**src/rtl/tuneSerialRx_pkg.sv**
```systemverilog
package tuneSerialRx_pkg;

  // Strobes passed from the control module to the datapath
  typedef struct packed {
    logic shiftEn;
    logic shiftBit;
    logic writeA;
    logic writeB;
    logic reject;
  } rxCmd_t;

endpackage

```
**src/rtl/tuneSyncChain.sv**
```systemverilog
module tuneSyncChain #(
  parameter int WIDTH  = 3,
  parameter int STAGES = 2
) (
  input  logic             clk,
  input  logic             rstN,
  input  logic [WIDTH-1:0] asyncIn,
  output logic [WIDTH-1:0] syncOut
);

  logic [WIDTH-1:0] stage [STAGES];

  // One register per stage; the loop builds the chain
  for (genvar s = 0; s < STAGES; s++) begin : g_stage
    always_ff @(posedge clk or negedge rstN) begin
      if (!rstN) begin
        stage[s] <= '0;
      end else if (s == 0) begin
        stage[s] <= asyncIn;
      end else begin
        stage[s] <= stage[(s > 0) ? s-1 : 0];
      end
    end
  end

  assign syncOut = stage[STAGES-1];

endmodule

```
**src/rtl/tuneRxCtrl.sv**
```systemverilog
module tuneRxCtrl
  import tuneSerialRx_pkg::*;
#(
  parameter int SH_W        = 16,
  parameter int SYNC_STAGES = 2
) (
  input  logic   clk,
  input  logic   rstN,
  input  logic   serClk,
  input  logic   serData,
  input  logic   serLoad,
  input  logic   routeB,
  input  logic   aTooLow,
  output rxCmd_t cmd
);

  localparam int CNT_W   = $clog2(SH_W + 2);
  localparam int CNT_MAX = SH_W + 1;

  logic [2:0]       syncd;
  logic             sClk, sData, sLoad;
  logic             clkDly, loadDly;
  logic             clkRise, loadRise, loadFall;
  logic [CNT_W-1:0] bitCnt;
  logic             fullWord;

  tuneSyncChain #(.WIDTH(3), .STAGES(SYNC_STAGES)) i_sync (
    .clk    (clk),
    .rstN   (rstN),
    .asyncIn({serClk, serData, serLoad}),
    .syncOut(syncd)
  );

  assign sClk  = syncd[2];
  assign sData = syncd[1];
  assign sLoad = syncd[0];

  always_ff @(posedge clk or negedge rstN) begin
    if (!rstN) begin
      clkDly  <= 1'b0;
      loadDly <= 1'b0;
    end else begin
      clkDly  <= sClk;
      loadDly <= sLoad;
    end
  end

  assign clkRise  = sClk & ~clkDly;
  assign loadRise = sLoad & ~loadDly;
  assign loadFall = ~sLoad & loadDly;

  // The count saturates one above a full word, so any overrun is still seen
  always_ff @(posedge clk or negedge rstN) begin
    if (!rstN) begin
      bitCnt <= '0;
    end else if (loadRise) begin
      bitCnt <= '0;
    end else if (clkRise && sLoad && bitCnt != CNT_W'(CNT_MAX)) begin
      bitCnt <= bitCnt + 1'b1;
    end
  end

  assign fullWord = (bitCnt == CNT_W'(SH_W));

  always_comb begin
    cmd          = '0;
    cmd.shiftEn  = clkRise & sLoad;
    cmd.shiftBit = sData;
    cmd.writeB   = loadFall & fullWord & routeB;
    cmd.writeA   = loadFall & fullWord & ~routeB & ~aTooLow;
    cmd.reject   = loadFall & ~(fullWord & (routeB | ~aTooLow));
  end

  p_one_cmd_r8: assert property (@(posedge clk) disable iff (!rstN)
    $onehot0({cmd.writeA, cmd.writeB, cmd.reject}));

  p_cnt_bound_r5: assert property (@(posedge clk) disable iff (!rstN)
    bitCnt <= CNT_W'(CNT_MAX));

  p_close_once_r8: assert property (@(posedge clk) disable iff (!rstN)
    (cmd.writeA | cmd.writeB | cmd.reject) |=> !(cmd.writeA | cmd.writeB | cmd.reject));

endmodule

```
**src/rtl/tuneRxData.sv**
```systemverilog
module tuneRxData
  import tuneSerialRx_pkg::*;
#(
  parameter int PAY_W   = 15,
  parameter int MIN_DIV = 512,
  parameter int B_RESET = 0
) (
  input  logic             clk,
  input  logic             rstN,
  input  rxCmd_t           cmd,
  output logic             routeB,
  output logic             aTooLow,
  output logic [PAY_W-1:0] wordA,
  output logic [PAY_W-1:0] wordB,
  output logic             updStrobe,
  output logic             updTarget,
  output logic             rejStrobe,
  output logic             frameErr
);

  localparam int SH_W = PAY_W + 1;

  logic [SH_W-1:0] shReg;

  always_ff @(posedge clk or negedge rstN) begin
    if (!rstN) begin
      shReg <= '0;
    end else if (cmd.shiftEn) begin
      shReg <= {shReg[SH_W-2:0], cmd.shiftBit};
    end
  end

  assign routeB  = shReg[SH_W-1];
  assign aTooLow = shReg[PAY_W-1:0] < PAY_W'(MIN_DIV);

  always_ff @(posedge clk or negedge rstN) begin
    if (!rstN) begin
      wordA     <= PAY_W'(MIN_DIV);
      wordB     <= PAY_W'(B_RESET);
      updStrobe <= 1'b0;
      updTarget <= 1'b0;
      rejStrobe <= 1'b0;
      frameErr  <= 1'b0;
    end else begin
      updStrobe <= cmd.writeA | cmd.writeB;
      rejStrobe <= cmd.reject;
      if (cmd.writeA) begin
        wordA     <= shReg[PAY_W-1:0];
        updTarget <= 1'b0;
        frameErr  <= 1'b0;
      end
      if (cmd.writeB) begin
        wordB     <= shReg[PAY_W-1:0];
        updTarget <= 1'b1;
        frameErr  <= 1'b0;
      end
      if (cmd.reject) begin
        frameErr <= 1'b1;
      end
    end
  end

  p_a_floor_r6: assert property (@(posedge clk) disable iff (!rstN)
    wordA >= PAY_W'(MIN_DIV));

  p_strobe_width_r8: assert property (@(posedge clk) disable iff (!rstN)
    updStrobe |=> !updStrobe);

  p_no_both_r8: assert property (@(posedge clk) disable iff (!rstN)
    !(updStrobe && rejStrobe));

  p_b_keeps_a_r4: assert property (@(posedge clk) disable iff (!rstN)
    (updStrobe && updTarget) |-> $stable(wordA));

  p_a_keeps_b_r3: assert property (@(posedge clk) disable iff (!rstN)
    (updStrobe && !updTarget) |-> $stable(wordB));

  p_rej_keeps_r5: assert property (@(posedge clk) disable iff (!rstN)
    rejStrobe |-> ($stable(wordA) && $stable(wordB) && frameErr));

  p_err_clear_r7: assert property (@(posedge clk) disable iff (!rstN)
    updStrobe |-> !frameErr);

endmodule

```
**src/rtl/tuneSerialRx.sv**
```systemverilog
module tuneSerialRx
  import tuneSerialRx_pkg::*;
#(
  parameter int PAY_W       = 15,
  parameter int MIN_DIV     = 512,
  parameter int B_RESET     = 0,
  parameter int SYNC_STAGES = 2
) (
  input  logic             clk,
  input  logic             rstN,
  input  logic             serClk,
  input  logic             serData,
  input  logic             serLoad,
  output logic [PAY_W-1:0] wordA,
  output logic [PAY_W-1:0] wordB,
  output logic             updStrobe,
  output logic             updTarget,
  output logic             rejStrobe,
  output logic             frameErr,
  output logic             bandFm,
  output logic             refHigh,
  output logic [1:0]       pumpGain
);

  localparam int SH_W = PAY_W + 1;

  rxCmd_t cmd;
  logic   routeB;
  logic   aTooLow;

  tuneRxCtrl #(.SH_W(SH_W), .SYNC_STAGES(SYNC_STAGES)) i_ctrl (
    .clk    (clk),
    .rstN   (rstN),
    .serClk (serClk),
    .serData(serData),
    .serLoad(serLoad),
    .routeB (routeB),
    .aTooLow(aTooLow),
    .cmd    (cmd)
  );

  tuneRxData #(.PAY_W(PAY_W), .MIN_DIV(MIN_DIV), .B_RESET(B_RESET)) i_data (
    .clk      (clk),
    .rstN     (rstN),
    .cmd      (cmd),
    .routeB   (routeB),
    .aTooLow  (aTooLow),
    .wordA    (wordA),
    .wordB    (wordB),
    .updStrobe(updStrobe),
    .updTarget(updTarget),
    .rejStrobe(rejStrobe),
    .frameErr (frameErr)
  );

  // Control field decode
  assign bandFm   = wordB[0];
  assign refHigh  = wordB[1];
  assign pumpGain = wordB[3:2];

endmodule

```
**config.mk**
```make
export PLATFORM = sky130hd
export DESIGN_NAME = tuneSerialRx
export DESIGN_NICKNAME = d
export VERILOG_FILES = /design/src/rtl/tuneSerialRx_pkg.sv /design/src/rtl/tuneSyncChain.sv /design/src/rtl/tuneRxCtrl.sv /design/src/rtl/tuneRxData.sv /design/src/rtl/tuneSerialRx.sv
export SDC_FILE = /design/constraint.sdc
export NUM_CORES = 1
export LEC_CHECK = 0
export CORE_MARGIN = 3
export CORE_UTILIZATION = 40
export CTS_BUF_LIST = sky130_fd_sc_hd__clkbuf_8
export CTS_CLUSTER_SIZE = 20
export DETAILED_ROUTE_END_ITERATION = 7
export PLACE_DENSITY = 0.63
export SLEW_MARGIN = 20
export SYNTH_ARGS = -nofsm -noshare
export SYNTH_HDL_FRONTEND = slang
export SYNTH_SLANG_ARGS = --single-unit
```
**constraint.sdc**
```tcl
create_clock -name clk -period 2 [get_ports clk]
set_input_delay 0.4 -clock clk [delete_from_list [all_inputs] [get_ports clk]]
set_output_delay 0.4 -clock clk [all_outputs]
set_load 0.005 [all_outputs]
```
==> flow_summary_export.csv, run 1 <==
group,metric,value,unit
global_route,antenna_found_initial,0,
finish,ff_latch_area,1578,µm²
floorplanning,core-area,5709,µm²
clock_network,cts.sinks,63,
floorplanning,die_w,84.30,µm
critical_path,cp_max_fo,9,
finish,fillCellCount,498,
place,portBuffers,42,
clock_network,cts_tree,"yes",
power_and_ir_drop,p_per_area,755.2,nW/µm²
floorplanning,pin_count,43,
timing,setup_tns,0,ps
floorplanning,core.rowCount,27,
detailed_routing,dr.first_iter.drc_count,74,
synth,ys_seq_area_share,64.34,%
place,dp_hpwl,3147,µm
power_and_ir_drop,power_frac_clock,36.2,%
finish,final_net_count,250,
detailed_routing,drc,0,
clock_network,cts_buffers,9,
timing,fin_crit,1876,ps
place,gp_congestion,0.7426,
floorplanning,die_y,84.30,µm
power_and_ir_drop,p_seq_share,58.7,%
timing,maxSlewViolCount,0,
global_route,grt_pass1_vias,1508,
global_route,grt_max_degree,33,
timing,setup_viol_count_final,0,
finish,multi_input_area,805.8,µm²
timing,fin_skew,4.074,ps
critical_path,start_kind,"register",
floorplanning,initial_utilization,42.95,%
power_and_ir_drop,switching_power,563.7,µW
timing,max_slew_margin,61.34,%
power_and_ir_drop,p_sw_share,23.83,%
job,cap_violations,0,
power_and_ir_drop,p_comb_share,5.2,%
clock_network,cts_max_path_buffers,2,
floorplanning,die-area,7106,µm²
detailed_routing,first_pass_iters,4,
global_route,grt_pass1_wl,7458,µm
critical_path,crit_required,2210,ps
detailed_routing,detail-route-antenna-nets,0,
timing,rsz0062_at_grt,"false",
synth,syn-num-nets,197,
timing,period_share,93.81,%
detailed_routing,wl,4430,µm
synth,netlist_instances,189,
clock_network,path_clk_slew,60,ps
critical_path,cp.arrival,2080,ps
synth,synth.avg_cell_area,12.98,µm²
power_and_ir_drop,leakage,1.560,nW
timing,fmax,0.5330,GHz
synth,ys_types,29,
global_route,grt_usage,13.69,%
finish,drive_gt1_share,21.86,%
global_route,grt_overflow_total,0,
critical_path,critical_path_class,"register to register",
synth,synth_seq_cells,63,
synth,yosysWarnings,0,
run_status,status,"finished, final reports clean",
detailed_routing,wire_per_inst,13.89,µm
synth,netlist_area,2452,µm²
clock_network,cts_setup_buffers,0,
finish,diodes,0,
power_and_ir_drop,p_int,1.802,mW
timing,worst_pin_slew,572.1,ps
finish,fin_cells,319,
detailed_routing,num_vias,1526,
clock_network,cts_resized,0,
clock_network,hold_buffers,0,
critical_path,cp-end-kind,"register",
detailed_routing,vias_per_cell,4.784,
hold_path,hp-class,"input pin to async pin",
clock_network,cts-root-buf,"clkbuf_8",
timing,finalHoldViolCount,0,
power_and_ir_drop,max-vdd-ir-drop,0.3803,mV
place,dp.cells,303,
clock_network,clock_latency,320,ps
finish,syn2layout_area_growth,27.70,%
clock_network,htree_levels,3,
cells in the mapped netlist:
library cell	number	area, µm²
ha_1	3	37.54
or4_1	1	7.510
mux2_4	10	150.1
nor2_1	8	30.03
a21oi_1	2	10.01
a21boi_0	1	7.510
nor4bb_1	1	10.01
nand4_1	2	12.51
mux2_2	20	225.2
nor2b_1	2	12.51
nor3_2	1	10.01
nand3b_1	1	7.510
buf_1	1	3.750
dfstp_2	1	26.28
buf_4	4	30.03
nand3_1	1	5.000
clkbuf_1	2	7.510
buf_2	1	5.000
inv_1	3	11.26
and3b_1	1	8.760
o21ai_0	3	15.01
nand2_1	51	191.4
mux2i_1	1	10.01
xor2_1	2	17.52
nor3_4	1	16.27
buf_6	1	11.26
dfrtp_1	62	1551
xnor2_1	1	8.760
and4bb_2	1	12.51
metal layers:
layer | up-vias | track usage [%] | share of wire [%] | routed length [µm]
met3 | 10 | 2.650 | 3.4 | 151
met1 | 750 | 18.44 | 47 | 2082
li1 | 729 | - | - | -
met5 | - | 0 | 0 | 0
met2 | 37 | 20.01 | 47 | 2072
met4 | 0 | 9.211 | 2.8 | 125
stage by stage:
stage               setup slack, ps  cell area (µm²)  hold slack (ps)  power [mW]  util, %
floorplan                     129.8             2452            104.4       1.462        -
global placement              160.5             2980            332.7       1.535    52.20
detailed placement            125.8             2980            334.7       1.539    52.20
CTS                           113.9             3132            64.74       2.396    54.85
global route                  25.18             3132            76.77       2.478    54.85
finish                        123.9             3132            56.37       2.365    54.85
cells in the final DEF, fill, tap and decap left out, types with 2 or more instances in the layout:
master and instances:
dfrtp_1 62, nand2_1 51, clkdlybuf4s50_1 41, mux2_2 20, mux2_4 10, inv_1 9
clkbuf_8 9, nor2_1 8, buf_4 8, o21ai_0 3, ha_1 3, nor2b_1 2
a21oi_1 2, nand4_1 2, xor2_1 2
critical path, stage by stage, from the launching register on:
cell,delay (ps)
dfrtp_1,410
or4_1,580
nor3_4,190
nor3_2,80
buf_4,190
mux2_4,300
final timing paths:
kind | startpoint | endpoint | slack (ps) | cells after the start
max in group asynchronous | rstN | i_data.shReg[11]$_DFFE_PN0P_ | 1390 | 2
setup / recovery | i_data.shReg[12]$_DFFE_PN0P_ | i_data.wordA[7]$_DFFE_PN0P_ | 120 | 5
hold reg to reg | i_ctrl.i_sync.stage[5]$_DFF_PN0_ | i_ctrl.i_sync.syncOut[2]$_DFF_PN0_ | 350 | 0
setup reg to reg | i_data.shReg[12]$_DFFE_PN0P_ | i_data.wordA[7]$_DFFE_PN0P_ | 120 | 5
hold / removal | rstN | i_data.frameErr$_DFFE_PN0P_ | 60 | 1
min in group clk | i_ctrl.i_sync.stage[5]$_DFF_PN0_ | i_ctrl.i_sync.syncOut[2]$_DFF_PN0_ | 350 | 0
power groups by stage:
stage | Clock [mW] | Combinational, mW | Sequential [mW]
after floorplan | 0 | 0.0701 | 1.39
after global placement | 0 | 0.124 | 1.41
after detailed placement | 0 | 0.126 | 1.41
after CTS | 0.880 | 0.127 | 1.39
after global routing | 0.935 | 0.146 | 1.40
final | 0.856 | 0.122 | 1.39
final cells by class:
| type | instances | area share, % |
|---|---|---|
| clock buffer | 9 | 3.955 |
| timing repair buffer | 51 | 15.82 |
| sequential | 63 | 50.38 |
| multi-input combinational | 114 | 25.73 |
| clock inverter | 7 | 0.8789 |
| inverter | 3 | 0.3596 |
| tap | 72 | 2.877 |
flip-flops by register name, summed over array words and instances (netlist names):
name and count:
i_data.updTarget 1, i_data.rejStrobe 1, i_ctrl.loadDly 1, i_ctrl.bitCnt 5
i_data.wordA 15, i_ctrl.i_sync.syncOut 3, i_data.wordB 15, i_ctrl.i_sync.stage 3
i_data.updStrobe 1, i_data.shReg 16, i_ctrl.clkDly 1, i_data.frameErr 1
cell families (layout without fill, tap and decap cells):
logic type | count (synthesis) | in the layout | share of synthesized area, %
AOI/OAI and AO/OA | 6 | 6 | 1.326
xor gates and xnor gates | 3 | 3 | 1.072
adders and majority gates | 3 | 3 | 1.531
buffers and inverters | 12 | 70 | 2.806
DFF | 63 | 63 | 64.34
muxes | 31 | 31 | 15.71
and+or+nand+nor | 71 | 71 | 13.21
No activity file was read; power rests on OpenSTA's default activity.
==> run 2, diff against run 1 <==
--- a/config.mk
+++ b/config.mk
@@ -5,6 +5,7 @@
 export SDC_FILE = /design/constraint.sdc
 export NUM_CORES = 1
 export LEC_CHECK = 0
+export ABC_CLOCK_PERIOD_IN_PS = 2000
 export CORE_MARGIN = 3
 export CORE_UTILIZATION = 40
 export CTS_BUF_LIST = sky130_fd_sc_hd__clkbuf_8
==> constraint.sdc (replaced) <==
create_clock -name clk -period 2 [get_ports clk]
set_input_delay 0.3 -clock clk [delete_from_list [all_inputs] [get_ports clk]]
set_output_delay 0.3 -clock clk [all_outputs]
set_load 0.005 [all_outputs]
==> flow_summary_export.csv, run 2 (synthesized netlist as in run 1, its figures left out) <==
group,metric,value,unit
run_status,status,"finished, final reports clean",
detailed_routing,vias_per_cell,4.726,
place,dp_hpwl,3144,µm
floorplanning,die-area,7106,µm²
timing,rsz0062_at_grt,"false",
global_route,grt_pass1_vias,1594,
floorplanning,core.rowCount,27,
hold_path,hp-class,"register to register",
finish,top_regs,"i_data.shReg (16), i_data.wordA (15), i_data.wordB (15)",
floorplanning,initial_utilization,42.95,%
timing,maxSlewViolCount,0,
clock_network,htree_levels,3,
floorplanning,pin_count,43,
clock_network,cts_buffers,9,
timing,fin_crit,1856,ps
place,portBuffers,42,
critical_path,crit_required,2220,ps
place,postPlaceCellArea,2988,µm²
power_and_ir_drop,p_per_area,816.2,nW/µm²
timing,fmax,0.5387,GHz
detailed_routing,first_pass_iters,4,
place,gp_congestion,0.7347,
clock_network,path_clk_slew,70,ps
timing,fin_ws,143.6,ps
critical_path,cp-end-kind,"register",
global_route,antenna_found_initial,0,
job,cap_violations,0,
detailed_routing,num_vias,1517,
timing,finalHoldViolCount,0,
critical_path,cp_max_fo,11,
timing,holdWs,347.8,ps
timing,setup_tns,0,ps
detailed_routing,wl,4634,µm
place,post-place-ws,109.4,ps
critical_path,cp.arrival,2080,ps
clock_network,cts_tree,"yes",
floorplanning,core-area,5709,µm²
finish,finalInstanceArea,3199,µm²
finish,drive_gt1_share,24.50,%
floorplanning,die_y,84.30,µm
clock_network,cts_max_path_buffers,2,
finish,syn2layout_area_growth,30.46,%
finish,final_net_count,252,
finish,final_cell_mix,"dfrtp_1, nand2_1, clkdlybuf4s50_1, mux2_2",
floorplanning,die_w,84.30,µm
detailed_routing,wire_per_inst,14.44,µm
clock_network,cts.sinks,63,
finish,final_common_cell,"dfrtp_1",
detailed_routing,drc,0,
detailed_routing,dr.first_iter.drc_count,133,
power_and_ir_drop,max-vdd-ir-drop,0.4619,mV
finish,largest_reg_flops,16,
critical_path,critical_path_class,"register to register",
timing,max_slew_margin,66.89,%
global_route,grt_max_degree,44,
detailed_routing,detail-route-antenna-nets,0,
clock_network,cts-root-buf,"clkbuf_8",
finish,largest_register,"i_data.shReg",
power_and_ir_drop,leakage,1.568,nW
global_route,grt_pass1_wl,8045,µm
critical_path,start_kind,"register",
finish,diodes,0,
clock_network,clock_latency,330,ps
timing,fin_skew,7.052,ps
global_route,grt_overflow_total,0,
timing,setup_viol_count_final,0,
timing,period_share,92.82,%
timing,worst_pin_slew,496.6,ps
global_route,grt_usage,14.86,%
## run 2: cell count changes in the layout (fill, tap and decap cells not counted)
cell           previous run  this run
bufinv_16                 0         1
buf_6                     0         1
clkinvlp_4                0         2
dlygate4sd3_1             0         1
clkbuf_8                  9        10
inv_1                     9         3
clkinv_2                  1         3
## run 2: repair_timing
action | CTS | global route
hold buffers | 1 | 0
setup buffers | 0 | 0
endpoints found under the setup margin | 0 | 3
hold endpoints to repair | 20 | 0
resized for setup | 0 | 1
## run 2: per-layer routing
layer | global-route usage (%) | up-vias | share of wire [%]
met5 | 0 | - | 0
li1 | - | 736 | -
met2 | 20.80 | 33 | 45
met3 | 4.514 | 8 | 4.1
met4 | 7.456 | 0 | 2.1
met1 | 20.84 | 740 | 49
## run 2: cell type report
type	instances	area, µm²
flip-flops and latches	63	1578
multi-input cells	114	805.8
well taps	72	90.09
inverters	3	11.26
clock inverters	6	60.06
clock buffers	10	137.6
repair buffers	53	516.7
fillers	495	2510
## run 2: path summary, 6_finish.rpt
check                                                 startpoint                                  to  slack, ps  cells past startpoint
worst min-delay path            i_ctrl.i_sync.stage[4]$_DFF_PN0_  i_ctrl.i_sync.syncOut[1]$_DFF_PN0_        350                      0
worst max-delay path                i_ctrl.bitCnt[1]$_DFFE_PN0P_        i_data.wordA[12]$_DFFE_PN0P_        140                      7
worst max register to register      i_ctrl.bitCnt[1]$_DFFE_PN0P_        i_data.wordA[12]$_DFFE_PN0P_        140                      7
max in group asynchronous                                   rstN         i_data.wordA[9]$_DFFE_PN1P_        870                      3
worst min register to register  i_ctrl.i_sync.stage[4]$_DFF_PN0_  i_ctrl.i_sync.syncOut[1]$_DFF_PN0_        350                      0
min in group asynchronous                                   rstN    i_ctrl.i_sync.stage[5]$_DFF_PN0_        480                      2
## run 2: critical path, cell delays in order (launching register included)
cell      delay, ps
dfrtp_1         410
inv_1            90
ha_1            150
and4bb_2        250
nand2_1         100
nor3_2          180
buf_6           220
mux2_2          350
## run 2: power by group
group	total [mW]	internal, mW	switching [mW]
sequential	1.38	1.33	0.0523
clock	1.09	0.602	0.490
combinational	0.138	0.0575	0.0807
## run 2: stage by stage
stage	total power, mW	util [%]	instances
floorplan	1.462	-	189
global placement	1.539	52.33	304
detailed placement	1.545	52.33	304
CTS	2.642	55.97	321
global route	2.740	56.04	321
finish	2.611	56.04	321
